**src/rtl/wdt_pkg.sv**
```systemverilog
package wdt_pkg;
    localparam int DW     = 32;
    localparam int ADDR_W = 5;
    localparam int ST_W   = 3;

    localparam logic [ADDR_W-1:0] OFF_COUNT   = 5'h00;
    localparam logic [ADDR_W-1:0] OFF_RELOAD  = 5'h04;
    localparam logic [ADDR_W-1:0] OFF_RESTART = 5'h08;
    localparam logic [ADDR_W-1:0] OFF_CTRL    = 5'h0C;
    localparam logic [ADDR_W-1:0] OFF_STATUS  = 5'h10;
    localparam logic [ADDR_W-1:0] OFF_CLEAR   = 5'h14;

    localparam int CB_EN     = 0;
    localparam int CB_RST    = 1;
    localparam int CB_IRQ    = 2;
    localparam int CB_EXT    = 3;
    localparam int CB_TICK   = 4;
    localparam int CB_SCOPE  = 5;
    localparam int CB_ALT    = 7;
    localparam int CB_THR_LO = 10;

    localparam int ST_TMO = 0;
    localparam int ST_ALT = 1;
    localparam int ST_IRQ = 2;

    typedef struct packed {
        logic [DW-1:0] ctrl;
        logic [DW-1:0] reload;
    } regs_t;

    typedef struct packed {
        logic [DW-1:0] count;
        logic          halted;
        logic          tmo;
        logic          alt;
        logic          irq;
        logic          rst_p;
        logic          ext_p;
    } core_t;
endpackage

```
**src/rtl/wdt_regfile.sv**
```systemverilog
module wdt_regfile
    import wdt_pkg::*;
#(
    parameter logic [DW-1:0] DEFAULT_RELOAD = 32'h01C9_C380,
    parameter logic [15:0]   RESTART_KEY    = 16'h4755
) (
    input  logic              clk,
    input  logic              rst_n,
    input  logic              bus_sel,
    input  logic              bus_we,
    input  logic [ADDR_W-1:0] bus_addr,
    input  logic [DW-1:0]     bus_wdata,
    input  logic [DW-1:0]     count_i,
    input  logic [ST_W-1:0]   status_i,
    output logic [DW-1:0]     ctrl_o,
    output logic [DW-1:0]     reload_o,
    output logic              restart_o,
    output logic              clear_o,
    output logic [DW-1:0]     rdata_o
);
    regs_t regs_d, regs_q;
    logic  wr;

    always_comb begin
        wr        = bus_sel && bus_we;
        regs_d    = regs_q;
        if (wr && bus_addr == OFF_RELOAD) regs_d.reload = bus_wdata;
        if (wr && bus_addr == OFF_CTRL)   regs_d.ctrl   = bus_wdata;
        restart_o = wr && (bus_addr == OFF_RESTART) && (bus_wdata[15:0] == RESTART_KEY);
        clear_o   = wr && (bus_addr == OFF_CLEAR) && bus_wdata[0];
        case (bus_addr)
            OFF_COUNT:  rdata_o = count_i;
            OFF_RELOAD: rdata_o = regs_q.reload;
            OFF_CTRL:   rdata_o = regs_q.ctrl;
            OFF_STATUS: rdata_o = {{(DW-ST_W){1'b0}}, status_i};
            default:    rdata_o = '0;
        endcase
    end

    always_ff @(posedge clk or negedge rst_n) begin
        if (!rst_n) begin
            regs_q.ctrl   <= '0;
            regs_q.reload <= DEFAULT_RELOAD;
        end else begin
            regs_q <= regs_d;
        end
    end

    assign ctrl_o   = regs_q.ctrl;
    assign reload_o = regs_q.reload;

    // reload register holds what the bus last wrote to it
    a_r10_reload_write: assert property (@(posedge clk) disable iff (!rst_n)
        (bus_sel && bus_we && bus_addr == OFF_RELOAD) |=> (regs_q.reload == $past(bus_wdata)));
    // control word is untouched by writes to other offsets
    a_r10_ctrl_hold: assert property (@(posedge clk) disable iff (!rst_n)
        !(bus_sel && bus_we && bus_addr == OFF_CTRL) |=> $stable(regs_q.ctrl));
endmodule

```
**src/rtl/wdt_counter.sv**
```systemverilog
module wdt_counter
    import wdt_pkg::*;
#(
    parameter logic [DW-1:0] DEFAULT_RELOAD = 32'h01C9_C380
) (
    input  logic            clk,
    input  logic            rst_n,
    input  logic [DW-1:0]   ctrl_i,
    input  logic [DW-1:0]   reload_i,
    input  logic            restart_i,
    input  logic            clear_i,
    input  logic            tick_i,
    output logic [DW-1:0]   count_o,
    output logic [ST_W-1:0] status_o,
    output logic            reset_req_o,
    output logic            ext_sig_o,
    output logic            alt_boot_o,
    output logic            irq_o
);
    core_t         cur_d, cur_q;
    logic          step;
    logic          running;
    logic          expire;
    logic          pre_hit;
    logic [DW-1:0] thr;

    always_comb begin
        thr     = {ctrl_i[DW-1:CB_THR_LO], {CB_THR_LO{1'b0}}};
        step    = ctrl_i[CB_TICK] ? tick_i : 1'b1;
        running = ctrl_i[CB_EN] && !cur_q.halted;
        expire  = running && (cur_q.count == '0);
        pre_hit = running && ctrl_i[CB_IRQ] && (cur_q.count <= thr);

        cur_d       = cur_q;
        cur_d.rst_p = 1'b0;
        cur_d.ext_p = 1'b0;
        if (clear_i) begin
            cur_d.tmo = 1'b0;
            cur_d.alt = 1'b0;
            cur_d.irq = 1'b0;
        end
        if (restart_i) begin
            cur_d.count  = reload_i;
            cur_d.halted = 1'b0;
        end else if (expire) begin
            cur_d.halted = 1'b1;
            cur_d.tmo    = 1'b1;
            cur_d.rst_p  = ctrl_i[CB_RST];
            cur_d.ext_p  = ctrl_i[CB_EXT];
            if (ctrl_i[CB_ALT]) cur_d.alt = 1'b1;
        end else if (running && step) begin
            cur_d.count = cur_q.count - DW'(1);
        end
        if (pre_hit) cur_d.irq = 1'b1;
    end

    always_ff @(posedge clk or negedge rst_n) begin
        if (!rst_n) begin
            cur_q       <= '0;
            cur_q.count <= DEFAULT_RELOAD;
        end else begin
            cur_q <= cur_d;
        end
    end

    assign count_o     = cur_q.count;
    assign status_o    = {cur_q.irq, cur_q.alt, cur_q.tmo};
    assign reset_req_o = cur_q.rst_p;
    assign ext_sig_o   = cur_q.ext_p;
    assign alt_boot_o  = cur_q.alt;
    assign irq_o       = cur_q.irq;

    // a restart strobe loads the reload value
    a_r2_restart_load: assert property (@(posedge clk) disable iff (!rst_n)
        restart_i |=> (cur_q.count == $past(reload_i)));
    // without restart the count moves by at most one per clock
    a_r3_step_size: assert property (@(posedge clk) disable iff (!rst_n)
        !restart_i |=> (cur_q.count == $past(cur_q.count) || cur_q.count == $past(cur_q.count) - DW'(1)));
    // reset request is a single-clock pulse
    a_r4_single_pulse: assert property (@(posedge clk) disable iff (!rst_n)
        cur_q.rst_p |=> !cur_q.rst_p);
    // a stopped counter stays put until restarted
    a_r4_halt_hold: assert property (@(posedge clk) disable iff (!rst_n)
        (cur_q.halted && !restart_i) |=> $stable(cur_q.count));
    // disabled counter is frozen
    a_r5_freeze: assert property (@(posedge clk) disable iff (!rst_n)
        (!ctrl_i[CB_EN] && !restart_i) |=> $stable(cur_q.count));
    // clear with no counting leaves every status bit low
    a_r8_clear: assert property (@(posedge clk) disable iff (!rst_n)
        (clear_i && !ctrl_i[CB_EN]) |=> (status_o == '0));
endmodule

```
**src/rtl/tick_watchdog.sv**
```systemverilog
module tick_watchdog
    import wdt_pkg::*;
#(
    parameter logic [DW-1:0] DEFAULT_RELOAD = 32'h01C9_C380,
    parameter logic [15:0]   RESTART_KEY    = 16'h4755
) (
    input  logic              clk,
    input  logic              rst_n,
    input  logic              tick_1m,
    input  logic              bus_sel,
    input  logic              bus_we,
    input  logic [ADDR_W-1:0] bus_addr,
    input  logic [DW-1:0]     bus_wdata,
    output logic [DW-1:0]     bus_rdata,
    output logic              irq,
    output logic              reset_req,
    output logic [1:0]        reset_scope,
    output logic              ext_signal,
    output logic              alt_boot_req
);
    logic [DW-1:0]   ctrl;
    logic [DW-1:0]   reload;
    logic [DW-1:0]   count;
    logic [ST_W-1:0] status;
    logic            restart;
    logic            clear;

    wdt_regfile #(
        .DEFAULT_RELOAD(DEFAULT_RELOAD),
        .RESTART_KEY   (RESTART_KEY)
    ) regs_i (
        .clk      (clk),
        .rst_n    (rst_n),
        .bus_sel  (bus_sel),
        .bus_we   (bus_we),
        .bus_addr (bus_addr),
        .bus_wdata(bus_wdata),
        .count_i  (count),
        .status_i (status),
        .ctrl_o   (ctrl),
        .reload_o (reload),
        .restart_o(restart),
        .clear_o  (clear),
        .rdata_o  (bus_rdata)
    );

    wdt_counter #(
        .DEFAULT_RELOAD(DEFAULT_RELOAD)
    ) core_i (
        .clk        (clk),
        .rst_n      (rst_n),
        .ctrl_i     (ctrl),
        .reload_i   (reload),
        .restart_i  (restart),
        .clear_i    (clear),
        .tick_i     (tick_1m),
        .count_o    (count),
        .status_o   (status),
        .reset_req_o(reset_req),
        .ext_sig_o  (ext_signal),
        .alt_boot_o (alt_boot_req),
        .irq_o      (irq)
    );

    assign reset_scope = ctrl[CB_SCOPE+1:CB_SCOPE];

    // scope output tracks the control field it comes from
    a_r6_scope_stable: assert property (@(posedge clk) disable iff (!rst_n)
        $stable(ctrl) |-> $stable(reset_scope));
endmodule

```
**config.mk**
```make
export PLATFORM = sky130hd
export DESIGN_NAME = tick_watchdog
export DESIGN_NICKNAME = d
export VERILOG_FILES = /design/src/rtl/wdt_pkg.sv /design/src/rtl/wdt_regfile.sv /design/src/rtl/wdt_counter.sv /design/src/rtl/tick_watchdog.sv
export SDC_FILE = /design/constraint.sdc
export NUM_CORES = 1
export LEC_CHECK = 0
export ABC_AREA = 0
export BUFFER_PORTS_ARGS = -buffer_cell sky130_fd_sc_hd__buf_2
export CAP_MARGIN = 20
export CORE_MARGIN = 5
export CORE_UTILIZATION = 50
export DETAILED_ROUTE_END_ITERATION = 10
export GPL_ROUTABILITY_DRIVEN = 1
export PLACE_DENSITY = 0.79
export REMOVE_ABC_BUFFERS = 1
export SKIP_CTS_REPAIR_TIMING = 1
export SLEW_MARGIN = 40
export SYNTH_ARGS = -nofsm -noshare
export SYNTH_HDL_FRONTEND = slang
export SYNTH_HIERARCHICAL = 1
export SYNTH_SLANG_ARGS = --single-unit
```
**constraint.sdc**
```tcl
create_clock -name clk -period 2.6 [get_ports clk]
set_clock_uncertainty 0.05 [all_clocks]
set_input_delay 0.52 -clock clk [delete_from_list [all_inputs] [get_ports clk]]
set_output_delay 0.52 -clock clk [all_outputs]
set_load 0.05 [all_outputs]
```
==> impl_summary.log <==
INFO  metric outcome = finished, violations left
INFO  metric violations = setup timing
INFO  metric final_cell_count_no_fill = approximately 870
INFO  metric crit_arrival = 2.11 ns
INFO  metric timing.final.crit_share = 103%
INFO  metric number_of_pins_exceeding_their_max_slew_limit_in_the_final_report = 0
INFO  metric clock.fmax = roughly 0.37 GHz
INFO  metric worstSetupPathType = input port to primary output
INFO  metric grt_overflow_total = 0
INFO  metric postLayoutSetupSlackWorst = -0.0774 ns
INFO  metric core = 12,600 µm²
INFO  metric biggest_cell_delay_along_the_critical_path = 0.43 ns
INFO  metric die_width = 123 µm
INFO  metric largest_buffer_count_on_any_clock_path = 2
INFO  metric first_pass_grt_wire_length = 26,700 µm
INFO  metric grt_setup_unrepaired = true
INFO  metric synth_register_bits = 102
INFO  metric drt_first_iter_violations = just over 500
INFO  metric timing_worst_slew_pin_value = 0.592 ns
INFO  metric crit_chain = buf_2 -> buf_6 -> or4_4 -> nor2_4 -> clkbuf_16 -> o2bb2ai_1 -> buf_4
INFO  metric critical-path-slowest-cell = or4_4
INFO  metric vias = 5,322
INFO  metric area_enclosed_by_the_die_boundary = 15,200 µm²
INFO  metric global_placer_s_final_weighted_congestion = 0.936
INFO  metric final_util = 60.6%
INFO  metric nNetsFinal = 763
INFO  metric critPathMaxFanout = 7
INFO  metric antenna_found_initial = 0
INFO  metric synthArstFlopShare = 100%
INFO  metric cts_tree = yes
INFO  metric drive_above_1_share = between 30% and 40%
INFO  metric preCtsSetupSlack = -0.268 ns
INFO  metric rows = 41
INFO  metric cts_inserted_buffers = 9
INFO  metric antenna_cells_inserted = 0
INFO  metric power_leakage = 0.00343 µW
INFO  metric clock_sink_count = around 100
INFO  metric area_delta_synth_final = 19.0%
INFO  metric global_route.usage.total = 22.3%
INFO  metric start_util = 50.9%
INFO  metric grt_max_degree = 48
INFO  metric maxCapViolations = 0
INFO  metric synth.cell_area = 6420 µm²
INFO  metric die-height = roughly 120 µm
INFO  metric synth_edf_count = 0
INFO  metric register_area_share_after_synthesis = 40.1%
INFO  metric port-buffer-count = 79
INFO  metric pin_count = 80
INFO  metric maxSlewHeadroom = 60.5%
INFO  metric place.detailed.instances = 847
INFO  metric fillers = slightly above 1,000
INFO  metric synth_largest_type_area_fraction = 31.9%
INFO  metric detailedRoute.firstPassIterationCount = 5
INFO  metric p_per_area = 653 nW/µm²
INFO  metric drc = 0
INFO  metric postRouteWirelength = 17,400 µm
INFO  metric cts.root.buffer_cell = clkbuf_16
INFO  metric clk_transition_reported_paths = 0.07 ns
INFO  metric dp_hpwl = 12,000 µm
INFO  metric required = just over 2 ns
INFO  metric critical_path.startpoint_type = input port
INFO  metric end_kind = primary output
INFO  metric synth.largest_area_cell = dfrtp_1
INFO  metric route.antenna.remaining_nets = 0
INFO  metric synthesis.instances = 602
INFO  metric final_critical_period = 2.68 ns
INFO  metric count_of_endpoints_failing_hold_in_the_final_timing_report = 0
INFO  metric timing.final.setup_violations = 20
INFO  metric yosys_most_used_dff = dfrtp_1
INFO  metric cts_htree_levels = 3
INFO  metric clock_latency = between 0.3 and 0.4 ns
INFO  metric setup.reg_to_reg.worst_slack = -0.01 ns
INFO  metric ir_worst_vdd = 0.327 mV
INFO  metric synth.lib_cells_used.distinct = between 60 and 70
INFO  metric synthesis.yosys.warnings = 6
INFO  metric min_path_type = input port to asynchronous set/reset pin
INFO  metric drt-wirelength-per-cell = around 20 µm
INFO  metric postSynthAreaPerCell = roughly 11 µm²
INFO  metric via_per_inst = 6.09
INFO  metric first_global_vias = around 5,400
INFO  metric synth.area.top_cells = dfrtp_1 32%, mux2_2 11%, dfstp_2 8.2%, mux2i_1 6.1%, ha_1 4.7%
-- layout by cell type, fill, tap and decap left out, types with 4 or more instances in the layout --
master and instances:
a211oi_1 5, a21oi_1 24, a221oi_2 5, buf_12 4, buf_2 49, buf_4 90, buf_6 4, clkbuf_1 4
clkbuf_16 11, dfrtp_1 82, dfstp_2 20, ha_1 24, inv_1 37, mux2_2 62, mux2i_1 39, nand2_1 18
nand2b_1 5, nand3_1 13, nand4_1 9, nor2_1 23, nor3_1 13, nor4_1 12, o21ai_0 12, o221a_2 4
o2bb2ai_1 26, or3_1 5, or4_1 6, or4_4 4, xnor2_1 8
-- cell usage after synthesis, types with 4 or more instances --
cell type	number
or4_1	7
mux2i_1	39
clkbuf_1	10
dfrtp_1	82
a21oi_1	24
buf_6	9
nand4_1	9
nand2b_1	5
nor3_1	14
ha_1	24
xnor2_1	8
nand2_1	18
or3_1	6
nor2_1	23
dfstp_2	20
buf_2	5
o21ai_0	12
a211oi_1	5
a221oi_2	5
o221a_2	4
buf_4	38
mux2_2	62
buf_1	5
nor4_1	13
nand3_1	13
o2bb2ai_1	29
inv_1	37
-- cell families (layout without fill, tap and decap cells) --
family / Yosys count / count (layout) / synth area share, %
multiplexers: 103 / 103 / 17.3
AO/OA/AOI/OAI: 120 / 121 / 14.4
buffers and inverters: 106 / 205 / 9.58
XOR/XNOR: 9 / 9 / 1.23
AND/OR/NAND/NOR: 138 / 138 / 12.7
flip-flops: 102 / 102 / 40.1
adder cells (fa/ha/maj): 24 / 24 / 4.67
-- power by group --
| group | switching [µW] | internal, µW |
|---|---|---|
| clock | 590 | 675 |
| sequential | 249 | 1860 |
| combinational | 873 | 744 |
-- path summary, 6_finish.rpt --
check / start / depth (start not counted) / end
max in group asynchronous: rst_n / 2 / core_i/count_o[15]$_DFFE_PN1P_
hold reg to reg: core_i/status_o[0]$_DFF_PN0_ / 1 / core_i/status_o[0]$_DFF_PN0_
min in group clk: bus_wdata[28] / 2 / regs_i/ctrl_o[28]$_DFFE_PN0P_
hold / removal: rst_n / 1 / regs_i/reload_o[28]$_DFFE_PN0P_
setup reg to reg: core_i/count_o[24]$_DFFE_PN1P_ / 6 / core_i/count_o[29]$_DFFE_PN0P_
setup / recovery: bus_addr[2] / 7 / bus_rdata[22]
-- critical path, delay by kind of cell --
kind	cells	cell delay [ns]
AOI/OAI and AO/OA	1	0.16
buffers and inverters	4	0.72
and+or+nand+nor	2	0.69
-- registers in the layout, summed over array words and instances, names as in the netlist --
name	cells
core_i/status_o	1
core_i/ext_sig_o	1
core_i/count_o	32
core_i/irq_o	1
core_i/alt_boot_o	1
regs_i/ctrl_o	32
core_i/reset_req_o	1
core_i/cur_q	1
regs_i/reload_o	32
-- layer usage --
layer | vias to the layer above | part of all wire [%] | track usage (%)
met1 | 2630 | 43 | 28.9
li1 | 2412 | - | -
met3 | 51 | 6.2 | 3.48
met4 | 0 | 3.4 | 9.76
met2 | 229 | 48 | 37.0
met5 | - | 0 | 0
-- stage by stage --
stage / setup TNS [ns] / hold slack (ns) / cell area (µm²) / power [µW]
2_1_floorplan: -79.96 / 0.174 / 5950 / 3010
3_3_place_gp: -1.50 / 0.413 / 7090 / 3570
3_5_place_dp: -3.76 / 0.422 / 7090 / 3650
4_1_cts: -1.99 / 0.0472 / 7350 / 4920
5_1_grt: -1.84 / 0.0759 / 7640 / 5250
6_report: -0.554 / 0.0436 / 7640 / 4990
-- cell type report --
type / count / area [µm²] / share of cell area, %
repair buffers: 151 / 1130 / 14.7
clock inverters: 2 / 10.0 / 0.131
multi-input cells: 395 / 3320 / 43.4
inverters: 38 / 143 / 1.87
flip-flops and latches: 102 / 2580 / 33.7
well taps: 172 / 215 / 2.82
clock buffers: 14 / 254 / 3.32
Note: power is estimated with default switching activity, not from simulation.
